**config.mk**
```make
export PLATFORM = sky130hd
export DESIGN_NAME = trig_delay_timer
export DESIGN_NICKNAME = d
export VERILOG_FILES = /design/src/rtl/tdt_pkg.sv /design/src/rtl/tdt_trig_sel.sv /design/src/rtl/tdt_counter.sv /design/src/rtl/tdt_event_route.sv /design/src/rtl/tdt_pulse_gen.sv /design/src/rtl/trig_delay_timer.sv
export SDC_FILE = /design/constraint.sdc
export NUM_CORES = 1
export LEC_CHECK = 0
export ABC_AREA = 1
export BUFFER_PORTS_ARGS = -buffer_cell sky130_fd_sc_hd__buf_2
export CAP_MARGIN = 20
export CORE_MARGIN = 10
export CORE_UTILIZATION = 50
export DETAILED_ROUTE_END_ITERATION = 7
export PLACE_DENSITY = 0.93
export REMOVE_ABC_BUFFERS = 1
export SYNTH_ARGS = -nofsm -noshare
export SYNTH_HDL_FRONTEND = slang
export SYNTH_SLANG_ARGS = --single-unit
```
**constraint.sdc**
```tcl
create_clock -name clk -period 2.9 [get_ports clk]
set_clock_uncertainty 0.1 [all_clocks]
set_input_delay 0.435 -clock clk [delete_from_list [all_inputs] [get_ports clk]]
set_output_delay 0.435 -clock clk [all_outputs]
set_load 0.02 [all_outputs]
```
**src/rtl/tdt_pkg.sv**
```systemverilog
package tdt_pkg;

    localparam int CNT_W_DEF     = 16;
    localparam int NUM_HW_DEF    = 15;
    localparam int NUM_PULSE_DEF = 2;

    typedef enum logic {
        RUN_IDLE   = 1'b0,
        RUN_ACTIVE = 1'b1
    } tdt_run_e;

    typedef struct packed {
        logic irq;
        logic dma_set;
    } tdt_route_t;

    function automatic tdt_route_t route_event(input logic flag, input logic hit,
                                               input logic irq_en, input logic dma_en);
        tdt_route_t r;
        r.irq     = flag & irq_en & ~dma_en;
        r.dma_set = hit & dma_en;
        return r;
    endfunction

    function automatic logic pulse_next(input logic cur, input logic hit_rise,
                                        input logic hit_fall);
        logic n;
        n = cur;
        if (hit_fall)      n = 1'b0;
        else if (hit_rise) n = 1'b1;
        return n;
    endfunction

endpackage

```
**src/rtl/tdt_trig_sel.sv**
```systemverilog
module tdt_trig_sel #(
    parameter int NUM_HW = tdt_pkg::NUM_HW_DEF,
    parameter int SEL_W  = $clog2(NUM_HW + 1)
) (
    input  logic              clk,
    input  logic              rst,
    input  logic [NUM_HW-1:0] hw_trig,
    input  logic              sw_trig,
    input  logic [SEL_W-1:0]  sel,
    output logic              trig_evt
);
    localparam logic [SEL_W-1:0] SW_CODE = SEL_W'(NUM_HW);

    logic [NUM_HW-1:0] hw_q;
    logic [NUM_HW-1:0] hw_rise;

    always_ff @(posedge clk) begin
        if (rst) hw_q <= '0;
        else     hw_q <= hw_trig;
    end

    assign hw_rise = hw_trig & ~hw_q;

    always_comb begin
        trig_evt = 1'b0;
        if (sel == SW_CODE) begin
            trig_evt = sw_trig;
        end else begin
            for (int i = 0; i < NUM_HW; i++) begin
                if (sel == SEL_W'(i)) trig_evt = hw_rise[i];
            end
        end
    end
endmodule

```
**src/rtl/tdt_counter.sv**
```systemverilog
module tdt_counter #(
    parameter int CNT_W = tdt_pkg::CNT_W_DEF
) (
    input  logic             clk,
    input  logic             rst,
    input  logic             enable,
    input  logic             trig_evt,
    input  logic             cont_mode,
    input  logic [CNT_W-1:0] mod_val,
    output logic [CNT_W-1:0] count,
    output logic             running
);
    import tdt_pkg::*;

    tdt_run_e         state_q;
    logic [CNT_W-1:0] cnt_q;
    logic             at_mod;

    assign at_mod = (cnt_q == mod_val);

    always_ff @(posedge clk) begin
        if (rst || !enable) begin
            state_q <= RUN_IDLE;
            cnt_q   <= '0;
        end else begin
            case (state_q)
                RUN_IDLE: begin
                    if (trig_evt) begin
                        state_q <= RUN_ACTIVE;
                        cnt_q   <= '0;
                    end
                end
                RUN_ACTIVE: begin
                    if (at_mod) begin
                        cnt_q <= '0;
                        if (!cont_mode) state_q <= RUN_IDLE;
                    end else begin
                        cnt_q <= cnt_q + 1'b1;
                    end
                end
                default: state_q <= RUN_IDLE;
            endcase
        end
    end

    assign count   = cnt_q;
    assign running = (state_q == RUN_ACTIVE);
endmodule

```
**src/rtl/tdt_event_route.sv**
```systemverilog
module tdt_event_route #(
    parameter int CNT_W = tdt_pkg::CNT_W_DEF
) (
    input  logic             clk,
    input  logic             rst,
    input  logic             enable,
    input  logic             running,
    input  logic [CNT_W-1:0] count,
    input  logic [CNT_W-1:0] irq_dly,
    input  logic             irq_en,
    input  logic             dma_en,
    input  logic             flag_clr,
    input  logic             dma_ack,
    output logic             flag,
    output logic             irq,
    output logic             dma_req
);
    import tdt_pkg::*;

    logic       hit;
    logic       flag_q;
    logic       dma_q;
    tdt_route_t route;

    assign hit   = enable & running & (count == irq_dly);
    assign route = route_event(flag_q, hit, irq_en, dma_en);

    always_ff @(posedge clk) begin
        if (rst) begin
            flag_q <= 1'b0;
            dma_q  <= 1'b0;
        end else begin
            if (hit)           flag_q <= 1'b1;
            else if (flag_clr) flag_q <= 1'b0;

            if (route.dma_set) dma_q <= 1'b1;
            else if (dma_ack)  dma_q <= 1'b0;
        end
    end

    assign flag    = flag_q;
    assign irq     = route.irq;
    assign dma_req = dma_q;
endmodule

```
**src/rtl/tdt_pulse_gen.sv**
```systemverilog
module tdt_pulse_gen #(
    parameter int CNT_W     = tdt_pkg::CNT_W_DEF,
    parameter int NUM_PULSE = tdt_pkg::NUM_PULSE_DEF
) (
    input  logic                       clk,
    input  logic                       rst,
    input  logic                       enable,
    input  logic                       running,
    input  logic [CNT_W-1:0]           count,
    input  logic [NUM_PULSE*CNT_W-1:0] pulse_rise,
    input  logic [NUM_PULSE*CNT_W-1:0] pulse_fall,
    output logic [NUM_PULSE-1:0]       pulse_out
);
    import tdt_pkg::*;

    for (genvar g = 0; g < NUM_PULSE; g++) begin : g_chan
        logic [CNT_W-1:0] rise_v;
        logic [CNT_W-1:0] fall_v;
        logic             hit_r;
        logic             hit_f;
        logic             po_q;

        assign rise_v = pulse_rise[g*CNT_W +: CNT_W];
        assign fall_v = pulse_fall[g*CNT_W +: CNT_W];
        assign hit_r  = running & (count == rise_v);
        assign hit_f  = running & (count == fall_v);

        always_ff @(posedge clk) begin
            if (rst || !enable) po_q <= 1'b0;
            else                po_q <= pulse_next(po_q, hit_r, hit_f);
        end

        assign pulse_out[g] = po_q;
    end
endmodule

```
**src/rtl/trig_delay_timer.sv**
```systemverilog
module trig_delay_timer #(
    parameter int CNT_W       = tdt_pkg::CNT_W_DEF,
    parameter int NUM_HW_TRIG = tdt_pkg::NUM_HW_DEF,
    parameter int NUM_PULSE   = tdt_pkg::NUM_PULSE_DEF,
    parameter int SEL_W       = $clog2(NUM_HW_TRIG + 1)
) (
    input  logic                       clk,
    input  logic                       rst,
    input  logic                       enable,
    input  logic [SEL_W-1:0]           trig_sel,
    input  logic [NUM_HW_TRIG-1:0]     hw_trig,
    input  logic                       sw_trig,
    input  logic                       cont_mode,
    input  logic [CNT_W-1:0]           mod_val,
    input  logic [CNT_W-1:0]           irq_dly,
    input  logic                       irq_en,
    input  logic                       dma_en,
    input  logic                       flag_clr,
    input  logic                       dma_ack,
    input  logic [NUM_PULSE*CNT_W-1:0] pulse_rise,
    input  logic [NUM_PULSE*CNT_W-1:0] pulse_fall,
    output logic [CNT_W-1:0]           count,
    output logic                       running,
    output logic                       flag,
    output logic                       irq,
    output logic                       dma_req,
    output logic [NUM_PULSE-1:0]       pulse_out
);
    logic trig_evt;
    logic trig_gated;

    tdt_trig_sel #(.NUM_HW(NUM_HW_TRIG), .SEL_W(SEL_W)) u_sel (
        .clk      (clk),
        .rst      (rst),
        .hw_trig  (hw_trig),
        .sw_trig  (sw_trig),
        .sel      (trig_sel),
        .trig_evt (trig_evt)
    );

    assign trig_gated = trig_evt & enable;

    tdt_counter #(.CNT_W(CNT_W)) u_cnt (
        .clk       (clk),
        .rst       (rst),
        .enable    (enable),
        .trig_evt  (trig_gated),
        .cont_mode (cont_mode),
        .mod_val   (mod_val),
        .count     (count),
        .running   (running)
    );

    tdt_event_route #(.CNT_W(CNT_W)) u_route (
        .clk      (clk),
        .rst      (rst),
        .enable   (enable),
        .running  (running),
        .count    (count),
        .irq_dly  (irq_dly),
        .irq_en   (irq_en),
        .dma_en   (dma_en),
        .flag_clr (flag_clr),
        .dma_ack  (dma_ack),
        .flag     (flag),
        .irq      (irq),
        .dma_req  (dma_req)
    );

    tdt_pulse_gen #(.CNT_W(CNT_W), .NUM_PULSE(NUM_PULSE)) u_pulse (
        .clk        (clk),
        .rst        (rst),
        .enable     (enable),
        .running    (running),
        .count      (count),
        .pulse_rise (pulse_rise),
        .pulse_fall (pulse_fall),
        .pulse_out  (pulse_out)
    );
endmodule

```
# Word-level counts from Yosys, hierarchy flattened
# Index checks and enable logic that the tools add are counted.
word_totals:
  out_inout_bits: 22
  regBits: 36
  input_bits: 124
op_classes:
  add_sub_neg: 1
  n_bitwise: 14
  eq_ne: 22
  n_mux: 27
  reduce_logical: 7
ops:
  columns: ["op", "n"]
  rows:
  - ["16-bit == test", 6]
  - ["4-bit == test (second input constant)", 8]
  - ["16-bit two-way mux", 2]
  - ["16-bit case mux with 2 select lines", 1]
  - ["1-bit two-way mux", 23]
  - ["16-bit by 1-bit adder with 16-bit output (second input constant)", 1]
  - ["4-bit by 3-bit == test with 1-bit output (second input constant)", 4]
  - ["15-bit bitwise AND", 1]
  - ["15-bit NOT", 1]
  - ["1-bit bitwise AND", 10]
  - ["4-bit by 2-bit == test with 1-bit output (second input constant)", 2]
  - ["4-bit by 1-bit == test with 1-bit output (second input constant)", 1]
  - ["4-bit logical NOT", 1]
  - ["2-bit nonzero test", 2]
  - ["2-bit OR reduction", 2]
  - ["2-bit != test (second input constant)", 1]
  - ["1-bit NOT", 2]
  - ["1-bit case mux with 2 select lines", 1]
  - ["1-bit logical NOT", 1]
  - ["1-bit logical OR", 1]

# Longest topological paths before layout
# Gate-level depths: netlist of run 1.
depth:
  word_depth: 21
  ltp_mapped: 15
  mapped_depth_nobuf: 15

# Modules after synthesis
# From an unflattened synthesis of run 1, not the netlist that was laid out.
unflattened:
  hier_cells: 679
  hier_area_um2: 3479.6
modules_own_cells:
  columns: ["module", "area_per_inst_um2", "n_inst", "seq_area_each_um2", "cells_each"]
  rows:
  - ["tdt_counter", 1268.7, 1, 340.3, 224]
  - ["tdt_pulse_gen", 1146.1, 1, 40.0, 260]
  - ["tdt_trig_sel", 674.4, 1, 300.3, 109]
  - ["tdt_event_route", 382.9, 1, 40.0, 84]
  - ["trig_delay_timer", 7.5, 1, 0.0, 2]

# Worst setup path before layout of run 1
# Ideal clock, no wire load.
synth_timing:
  kind: "reg-to-reg"
  from: "register u_cnt.cnt_q[1], in the netlist u_cnt.count[1]"
  to: "register u_cnt.cnt_q[12], in the netlist u_cnt.count[12]"
  path_stages_with_launch: 10
  path_slack_ns: 0.878
  arrival_time_ns: 1.852
  setup_time_ns: 0.070
  period_less_slack_ns: 2.022
  path_buffers: 0
  cell_sequence: "dfxtp_1 -> ha_1 -> nand3_1 -> nor2_1 -> nand3_1 -> nor4_2 -> nand2_1 -> o21ai_0 -> nand3_1 -> a21oi_1"
synth_between:
  elab_chain_cells: 3
  elab_cells_between_ends: 4
  cone_classes: "add/sub (1); eq/ne (1); mux (2)"
synth_lines:
  columns: ["element", "line", "rtl"]
  rows:
  - ["from (decl)", "tdt_counter.sv:16", "logic [CNT_W-1:0] cnt_q;"]
  - ["from (signal assigned)", "tdt_counter.sv:38", "cnt_q <= cnt_q + 1'b1;"]
  - ["16-bit by 1-bit adder with 16-bit output or 16-bit == test (tied branches)", "tdt_counter.sv:38, tdt_counter.sv:19", null]
  - ["16-bit two-way mux (*)", "tdt_counter.sv:34", "if (at_mod) begin"]
  - ["16-bit case mux with 2 select lines (*)", "tdt_counter.sv:26", "case (state_q)"]
# Mark *: on every way between the ends. The rest lies on a longest branch, timed or not.
# A chain may end at the register's enable or synchronous reset.

# Final worst setup path of run 1
layout_timing:
  from: "register u_cnt.cnt_q[2], in the netlist u_cnt.count[2]"
  to: "register u_cnt.cnt_q[0], in the netlist u_cnt.count[0]"
layout_between:
  elab_chain_cells: 3
layout_lines:
  columns: ["element", "line", "rtl"]
  rows:
  - ["16-bit == test", "tdt_counter.sv:19", "assign at_mod = (cnt_q == mod_val);"]
  - ["16-bit two-way mux", "tdt_counter.sv:34", null]
  - ["16-bit case mux with 2 select lines", "tdt_counter.sv:26", null]
# Every way passes these cells.

==> run summary, run 1 <==
OUTCOME
--------------------------------------------------------------------------------------------------------
Run status                                                                                     completed

PLACEMENT
--------------------------------------------------------------------------------------------------------
Weighted congestion at the end of routability-driven global placement                              0.984
Final HPWL from detailed placement                                                               8980 µm
Dpl cells                                                                                            648
Placed Area                                                                                     3680 µm²
Number of buffers inserted by port buffering                                                         145

CLOCK TREE
--------------------------------------------------------------------------------------------------------
Cts bufs inserted                                                                                      5
Root cell of the clock tree                                                                 sky130_fd_sc_hd__clkbuf_8
Clock Sinks                                                                                           36
CTS Hold Buffers Added                                                                                 0
Maximum buffer depth of the clock tree                                                                 2
Setup Fix Bufs, Post-CTS                                                                               0
Clock network latency to the later pin of the worst-skew pair                                     300 ps
Clock tree from TritonCTS                                                                            yes
Htree depth                                                                                            2
Count of cells resized by post-cts repair                                                              0
Post-CTS clock slew at the launch and capture registers of the worst setup and hold paths          90 ps

LOGIC SYNTHESIS
--------------------------------------------------------------------------------------------------------
Syn avg cell area                                                                               6.58 µm²
Yosys warnings                                                                                         0
Flop and latch count out of synthesis                                                                 36
Distinct cell type count of the synthesized netlist                                                   44
Syn Std Cell Area                                                                               2930 µm²
Sequential share of the synthesized area                                                           24.6%
Post-Synthesis Cells                                                                                 446

PWR
--------------------------------------------------------------------------------------------------------
Internal cell power                                                                               877 µW
Static leakage power                                                                             1.91 nW
Proportion of power drawn by flip-flops and latches                                                42.1%
Power per Cell Area                                                                           320 nW/µm²
Sw Share                                                                                           27.8%
Peak supply drop                                                                                  257 µV
Total power                                                                                      1.22 mW
Share of power burned in the clock network                                                         38.2%
Combinational cell fraction of total power                                                         19.8%
Net Sw Power                                                                                      338 µW

FINISH
--------------------------------------------------------------------------------------------------------
Sequential Area                                                                                  721 µm²
# diodes                                                                                               0
Count of nets after finishing                                                                        708
Number of fill cells in the layout                                                                   496
Post-route non-filler standard cell count                                                            656
Commonest cells after routing, fill and taps aside                                          145 x sky130_fd_sc_hd__buf_2, 85 x sky130_fd_sc_hd__nand2_1, 46 x sky130_fd_sc_hd__inv_1
Layout cells sized above 1                                                                         31.2%
Layout-stage area growth over the synthesis result                                                 29.5%
Most common cell after layout, fill and taps aside                                          sky130_fd_sc_hd__buf_2
Multi-input gate area                                                                           1890 µm²
Final design instance area without fill                                                         3800 µm²

SETUP PATH
--------------------------------------------------------------------------------------------------------
Data required time at the worst endpoint                                                         2990 ps
Crit path launch type                                                                           register
Worst Setup SP                                                                              u_cnt.count[2]
Crit Path Max Fanout                                                                                  14
Critical R2R Capture                                                                        u_cnt.count[0]
Slowest cell on crit path                                                                   sky130_fd_sc_hd__dfxtp_1
Most Frequent Cell on Critical Path                                                         sky130_fd_sc_hd__nand2_1
Setup slack, reg-to-reg                                                                           600 ps
FF-to-FF path depth                                                                                    9
Arr. time, crit path                                                                             2390 ps
Sort of element at the end of the critical path                                                 register
Endpoint of the most critical setup path                                                    u_cnt.count[0]
Sequence of cells on the critical path                                                      buf_4, xnor2_1, nand4_1, nor4_1, nand2_1, nand2_1, inv_2, o21ai_0, a21oi_1
CP peak stage delay                                                                               470 ps
Source of the worst register-to-register timing path                                        u_cnt.count[2]
Crit Path Class                                                                               reg -> reg

GRT
--------------------------------------------------------------------------------------------------------
Initial antenna violation count                                                                        0
Global-route wire length before repair                                                         16,500 µm
Maximum number of pins on one net before global-route repair                                          19
Number of global-route vias before repair                                                          3,472
Global-route congestion overflow total                                                                 0
Overall Global Routing Usage                                                                       22.1%

DIE
--------------------------------------------------------------------------------------------------------
DIE AREA                                                                                        9330 µm²
Starting density of the core                                                                       52.3%
Core Rows                                                                                             27
Y dimension of the die                                                                           96.6 µm
Core footprint                                                                                  5610 µm²
Number of top-level design ports                                                                     146
Horiz. Die Dim                                                                                   96.6 µm

TIMING
--------------------------------------------------------------------------------------------------------
Final worst path period share                                                                      79.2%
Headroom to the max-slew limit                                                                     62.9%
Slew at the pin with the worst max-slew slack                                                     556 ps
Max Clk Rate                                                                                     435 MHz
Final Max Slew Viols                                                                                   0
Minimum clock period                                                                             2300 ps
Total negative slack for setup checks                                                               0 ps
Number of hold-slack violations in the final timing report                                             0
Final setup viols                                                                                      0
Worst hold margin                                                                                 254 ps
Unrepaired setup endpoints after global routing                                                    false

ROUTING
--------------------------------------------------------------------------------------------------------
Routed WL                                                                                      10,900 µm
Initial DRT Pass Iterations                                                                            5
Antenna Nets Post-Route                                                                                0
Via count                                                                                          3,667
DR vias/cell                                                                                        5.59
Drt first-iter violations                                                                            351
Count of unresolved DRC violations after routing                                                       0
Routed wirelength normalized by instance count                                                   16.6 µm

WORST HOLD PATH
--------------------------------------------------------------------------------------------------------
Worst min-delay path class                                                                     in -> reg
Number of cells on the worst hold path                                                                 3

RUN
--------------------------------------------------------------------------------------------------------
# Max-Cap Violations                                                                                   0

cells by family after synthesis:
kind of cell               count (synthesis)  share of synthesized area, %
adders and majority gates                  1                         0.427
DFF                                       36                          24.6
AOI/OAI and AO/OA                         91                          18.6
and+or+nand+nor                          191                          30.1
xor gates and xnor gates                  51                          15.2
buffers and inverters                     76                          11.1
cell usage after synthesis (all sizes together):
cell     instances  area share (%)
xor2            32             9.6
ha               1            0.43
o2111a           1            0.38
nor2            43             6.2
a21oi           29             5.1
clkbuf           7            0.90
nand4            9             2.1
nand2           86              11
a221oi           2            0.60
or2              3            0.73
a41oi            1            0.30
o2111ai          5             1.5
dfxtp           36              25
nand3b           1            0.26
inv             52             6.7
a211oi           7             1.8
nand3           29             5.5
clkinv           1            0.13
buf             16             3.4
a31oi            2            0.43
xnor2           19             5.7
o21bai           1            0.26
o21ai           32             5.6
o221ai           1            0.30
nor4            13             3.0
nor3             7             1.2
o211ai           3            0.77
o22ai            6             1.3
a31o             1            0.30
through the flow:
stage	setup slack, ps	util [%]
final	602	67.7
after CTS	642	67.7
after detailed placement	571	65.7
after global placement	634	65.7
after global routing	389	67.7
after floorplan	807	-
routing by layer:
metal	GRT usage (%)	up-vias	routed length (µm)
li1	-	1763	-
met1	25.9	1641	4090
met2	39.1	233	5300
met3	4.86	30	1220
met4	6.78	0	280
met5	0	-	0
state kept, by name, indices dropped and copies added, names as in the netlist:
register,cells
u_cnt.count,16
u_cnt.running,1
u_pulse.g_chan.po_q,2
u_route.dma_req,1
u_route.flag,1
u_sel.hw_q,15
worst min path at each step:
stage,from,end,slack [ps]
5_1_grt,hw_trig[0],u_sel.hw_q[0],240
4_1_cts,hw_trig[4],u_sel.hw_q[4],250
2_1_floorplan,rst,u_route.dma_req,400
6_report,hw_trig[0],u_sel.hw_q[0],250
3_3_place_gp,u_pulse.g_chan[0].po_q,u_pulse.g_chan[0].po_q,350
3_5_place_dp,u_pulse.g_chan[0].po_q,u_pulse.g_chan[0].po_q,360
power by group through the flow:
stage                     Combinational (mW)  Sequential [mW]  Clock, mW
final                                  0.240            0.511      0.464
after global routing                   0.265            0.512      0.493
after CTS                              0.237            0.511      0.467
after detailed placement               0.236            0.523          0
after global placement                 0.230            0.522          0
after floorplan                        0.105            0.522          0
worst max-delay path, delay by kind of cell (launching register included):
family                 cells  cell delay [ps]
AND/OR/NAND/NOR            4              760
buffers and inverters      2              410
XOR/XNOR                   1              160
AO/OA/AOI/OAI              2              270
flip-flops                 1              470
final cells by class:
type / count / share of cell area, %
clock buffer: 5 / 1.81
clock inverter: 3 / 1.22
inverter: 53 / 5.24
multi-input combinational: 334 / 49.7
sequential: 36 / 19.0
tap: 72 / 2.37
timing repair buffer: 153 / 20.7
No activity file was read; power rests on OpenSTA's default activity.
==> inputs of run 2 (changes only) <==
Settings changed: CORE_UTILIZATION 50 to 42, PLACE_DENSITY 0.93 to 0.84.
Clock period 2.9 ns to 2.05 ns, I/O delays scaled along.
==> run summary, run 2 (synthesized netlist as in run 1, its figures left out) <==
DIE
--------------------------------------------------------------------------------------------------------
DIE AREA                                                                                      10,700 µm²
Y dimension of the die                                                                            104 µm
Number of top-level design ports                                                                     146
Core Rows                                                                                             30
Core footprint                                                                                  6790 µm²
Starting density of the core                                                                       43.2%
Horiz. Die Dim                                                                                    104 µm

ROUTING
--------------------------------------------------------------------------------------------------------
Routed WL                                                                                      11,900 µm
Antenna Nets Post-Route                                                                                0
Via count                                                                                          3,828
Count of unresolved DRC violations after routing                                                       0
Initial DRT Pass Iterations                                                                            5
Routed wirelength normalized by instance count                                                   17.1 µm
Drt first-iter violations                                                                            370
DR vias/cell                                                                                        5.47

SETUP PATH
--------------------------------------------------------------------------------------------------------
Data required time at the worst endpoint                                                         2160 ps
CP peak stage delay                                                                               460 ps
Delay-heaviest family, CP                                                                   simple AND/OR/NAND/NOR gates
Sequence of cells on the critical path                                                      inv_1, nor2_4, nand3_2, nor4_4, nand2_2, o21ai_2, nand3_1, a21oi_1
Arr. time, crit path                                                                             2100 ps
Slowest cell on crit path                                                                   sky130_fd_sc_hd__dfxtp_1
Crit Path Class                                                                               reg -> reg
Crit Path Max Fanout                                                                                   5
Sort of element at the end of the critical path                                                 register
Number of buffer and inverter instances along the worst setup path                                     1
Crit path launch type                                                                           register

PLACEMENT
--------------------------------------------------------------------------------------------------------
Final HPWL from detailed placement                                                               9590 µm
Weighted congestion at the end of routability-driven global placement                              0.954
Number of buffers inserted by port buffering                                                         145

PWR
--------------------------------------------------------------------------------------------------------
Total power                                                                                      1.62 mW
Peak supply drop                                                                                  200 µV
Power per Cell Area                                                                           403 nW/µm²
Static leakage power                                                                             2.02 nW

TIMING
--------------------------------------------------------------------------------------------------------
Headroom to the max-slew limit                                                                     61.8%
Max Clk Rate                                                                                     504 MHz
Minimum clock period                                                                             1980 ps
Final setup viols                                                                                      0
Final worst path period share                                                                      96.7%
Total negative slack for setup checks                                                               0 ps
Final Max Slew Viols                                                                                   0
Slew at the pin with the worst max-slew slack                                                     573 ps
Number of hold-slack violations in the final timing report                                             0

GRT
--------------------------------------------------------------------------------------------------------
Global-route wire length before repair                                                         18,700 µm
Overall Global Routing Usage                                                                       20.7%
Global-route congestion overflow total                                                                 0
Maximum number of pins on one net before global-route repair                                          18
Number of global-route vias before repair                                                          3,855
Initial antenna violation count                                                                        0

CLOCK TREE
--------------------------------------------------------------------------------------------------------
Post-CTS clock slew at the launch and capture registers of the worst setup and hold paths          80 ps
Clock Sinks                                                                                           36
Cts bufs inserted                                                                                      5
CTS Hold Buffers Added                                                                                 0
Root cell of the clock tree                                                                 sky130_fd_sc_hd__clkbuf_8
Clock network latency to the later pin of the worst-skew pair                                     290 ps
Htree depth                                                                                            2
Clock tree from TritonCTS                                                                            yes
Maximum buffer depth of the clock tree                                                                 2

FINISH
--------------------------------------------------------------------------------------------------------
Largest register FFs                                                                                  16
Most common cell after layout, fill and taps aside                                          sky130_fd_sc_hd__buf_2
Layout cells sized above 1                                                                         36.3%
Commonest cells after routing, fill and taps aside                                          145 x sky130_fd_sc_hd__buf_2, 84 x sky130_fd_sc_hd__nand2_1, 45 x sky130_fd_sc_hd__inv_1
Count of nets after finishing                                                                        728
Layout-stage area growth over the synthesis result                                                 37.4%
# diodes                                                                                               0

WORST HOLD PATH
--------------------------------------------------------------------------------------------------------
Worst min-delay path class                                                                     in -> reg

RUN
--------------------------------------------------------------------------------------------------------
# Max-Cap Violations                                                                                   0

OUTCOME
--------------------------------------------------------------------------------------------------------
Run status                                                                                     completed

-- run 2: cell count changes in the layout (fill, tap and decap cells not counted), moves of 2 or more --
cell / delta
sky130_fd_sc_hd__nand3_1: -2
sky130_fd_sc_hd__dfxtp_1: -8
sky130_fd_sc_hd__clkinv_2: +2
sky130_fd_sc_hd__dfxtp_2: +8
sky130_fd_sc_hd__buf_4: +20
-- run 2: worst paths after layout --
kind                                 startpoint  slack (ps)  cells after the start              end
worst max-delay path             u_cnt.count[4]          70                      8  u_cnt.count[12]
worst min-delay path                 hw_trig[3]         120                      3    u_sel.hw_q[3]
worst max register to register   u_cnt.count[4]          70                      8  u_cnt.count[12]
worst min register to register  u_route.dma_req         370                      2  u_route.dma_req
-- run 2: timing repair --
action | CTS | global route
setup endpoints to repair | 1 | 16
resized for setup | 2 | 20
hold endpoints to repair | 0 | 0
pin swaps | 0 | 4
buffers inserted | 0 | 1
-- run 2: report_power, final --
group	leakage [nW]	internal [mW]	switching [mW]
registers	0.298	0.716	0.00483
clock network	0.0510	0.269	0.269
logic	1.67	0.169	0.195
total	2.02	1.15	0.469
-- run 2: final cells by class --
type,count,area [µm²]
clock buffer,6,82.6
inverter,53,199
fill,649,2770
sequential,36,731
tap,96,120
multi-input combinational,334,1950
clock inverter,2,10.0
timing repair buffer,173,936
-- run 2: metal layers --
metal | wire [µm] | GRT usage [%]
met5 | 0 | 0
met4 | 442 | 7.26
met3 | 1020 | 4.77
met2 | 5760 | 35.2
met1 | 4710 | 24.8
-- run 2: worst register-to-register path, cell delays in order (launching register included) --
cell and delay [ps]:
sky130_fd_sc_hd__dfxtp_1 460, sky130_fd_sc_hd__inv_1 180, sky130_fd_sc_hd__nor2_4 140, sky130_fd_sc_hd__nand3_2 120, sky130_fd_sc_hd__nor4_4 350, sky130_fd_sc_hd__nand2_2 150, sky130_fd_sc_hd__o21ai_2 160, sky130_fd_sc_hd__nand3_1 100
sky130_fd_sc_hd__a21oi_1 150
-- run 2: through the flow --
stage | setup slack, ps | utilization (%) | instance area (µm²) | hold slack [ps] | std cells
final | 67.4 | 59.3 | 4030 | 124 | 700
after floorplan | -43.5 | - | 2810 | 277 | 423
after global routing | -63.3 | 59.3 | 4030 | 114 | 700
after CTS | 36.7 | 58.1 | 3950 | 119 | 699
after detailed placement | -24.6 | 56.7 | 3850 | 363 | 691
after global placement | -33.1 | 56.7 | 3850 | 366 | 691
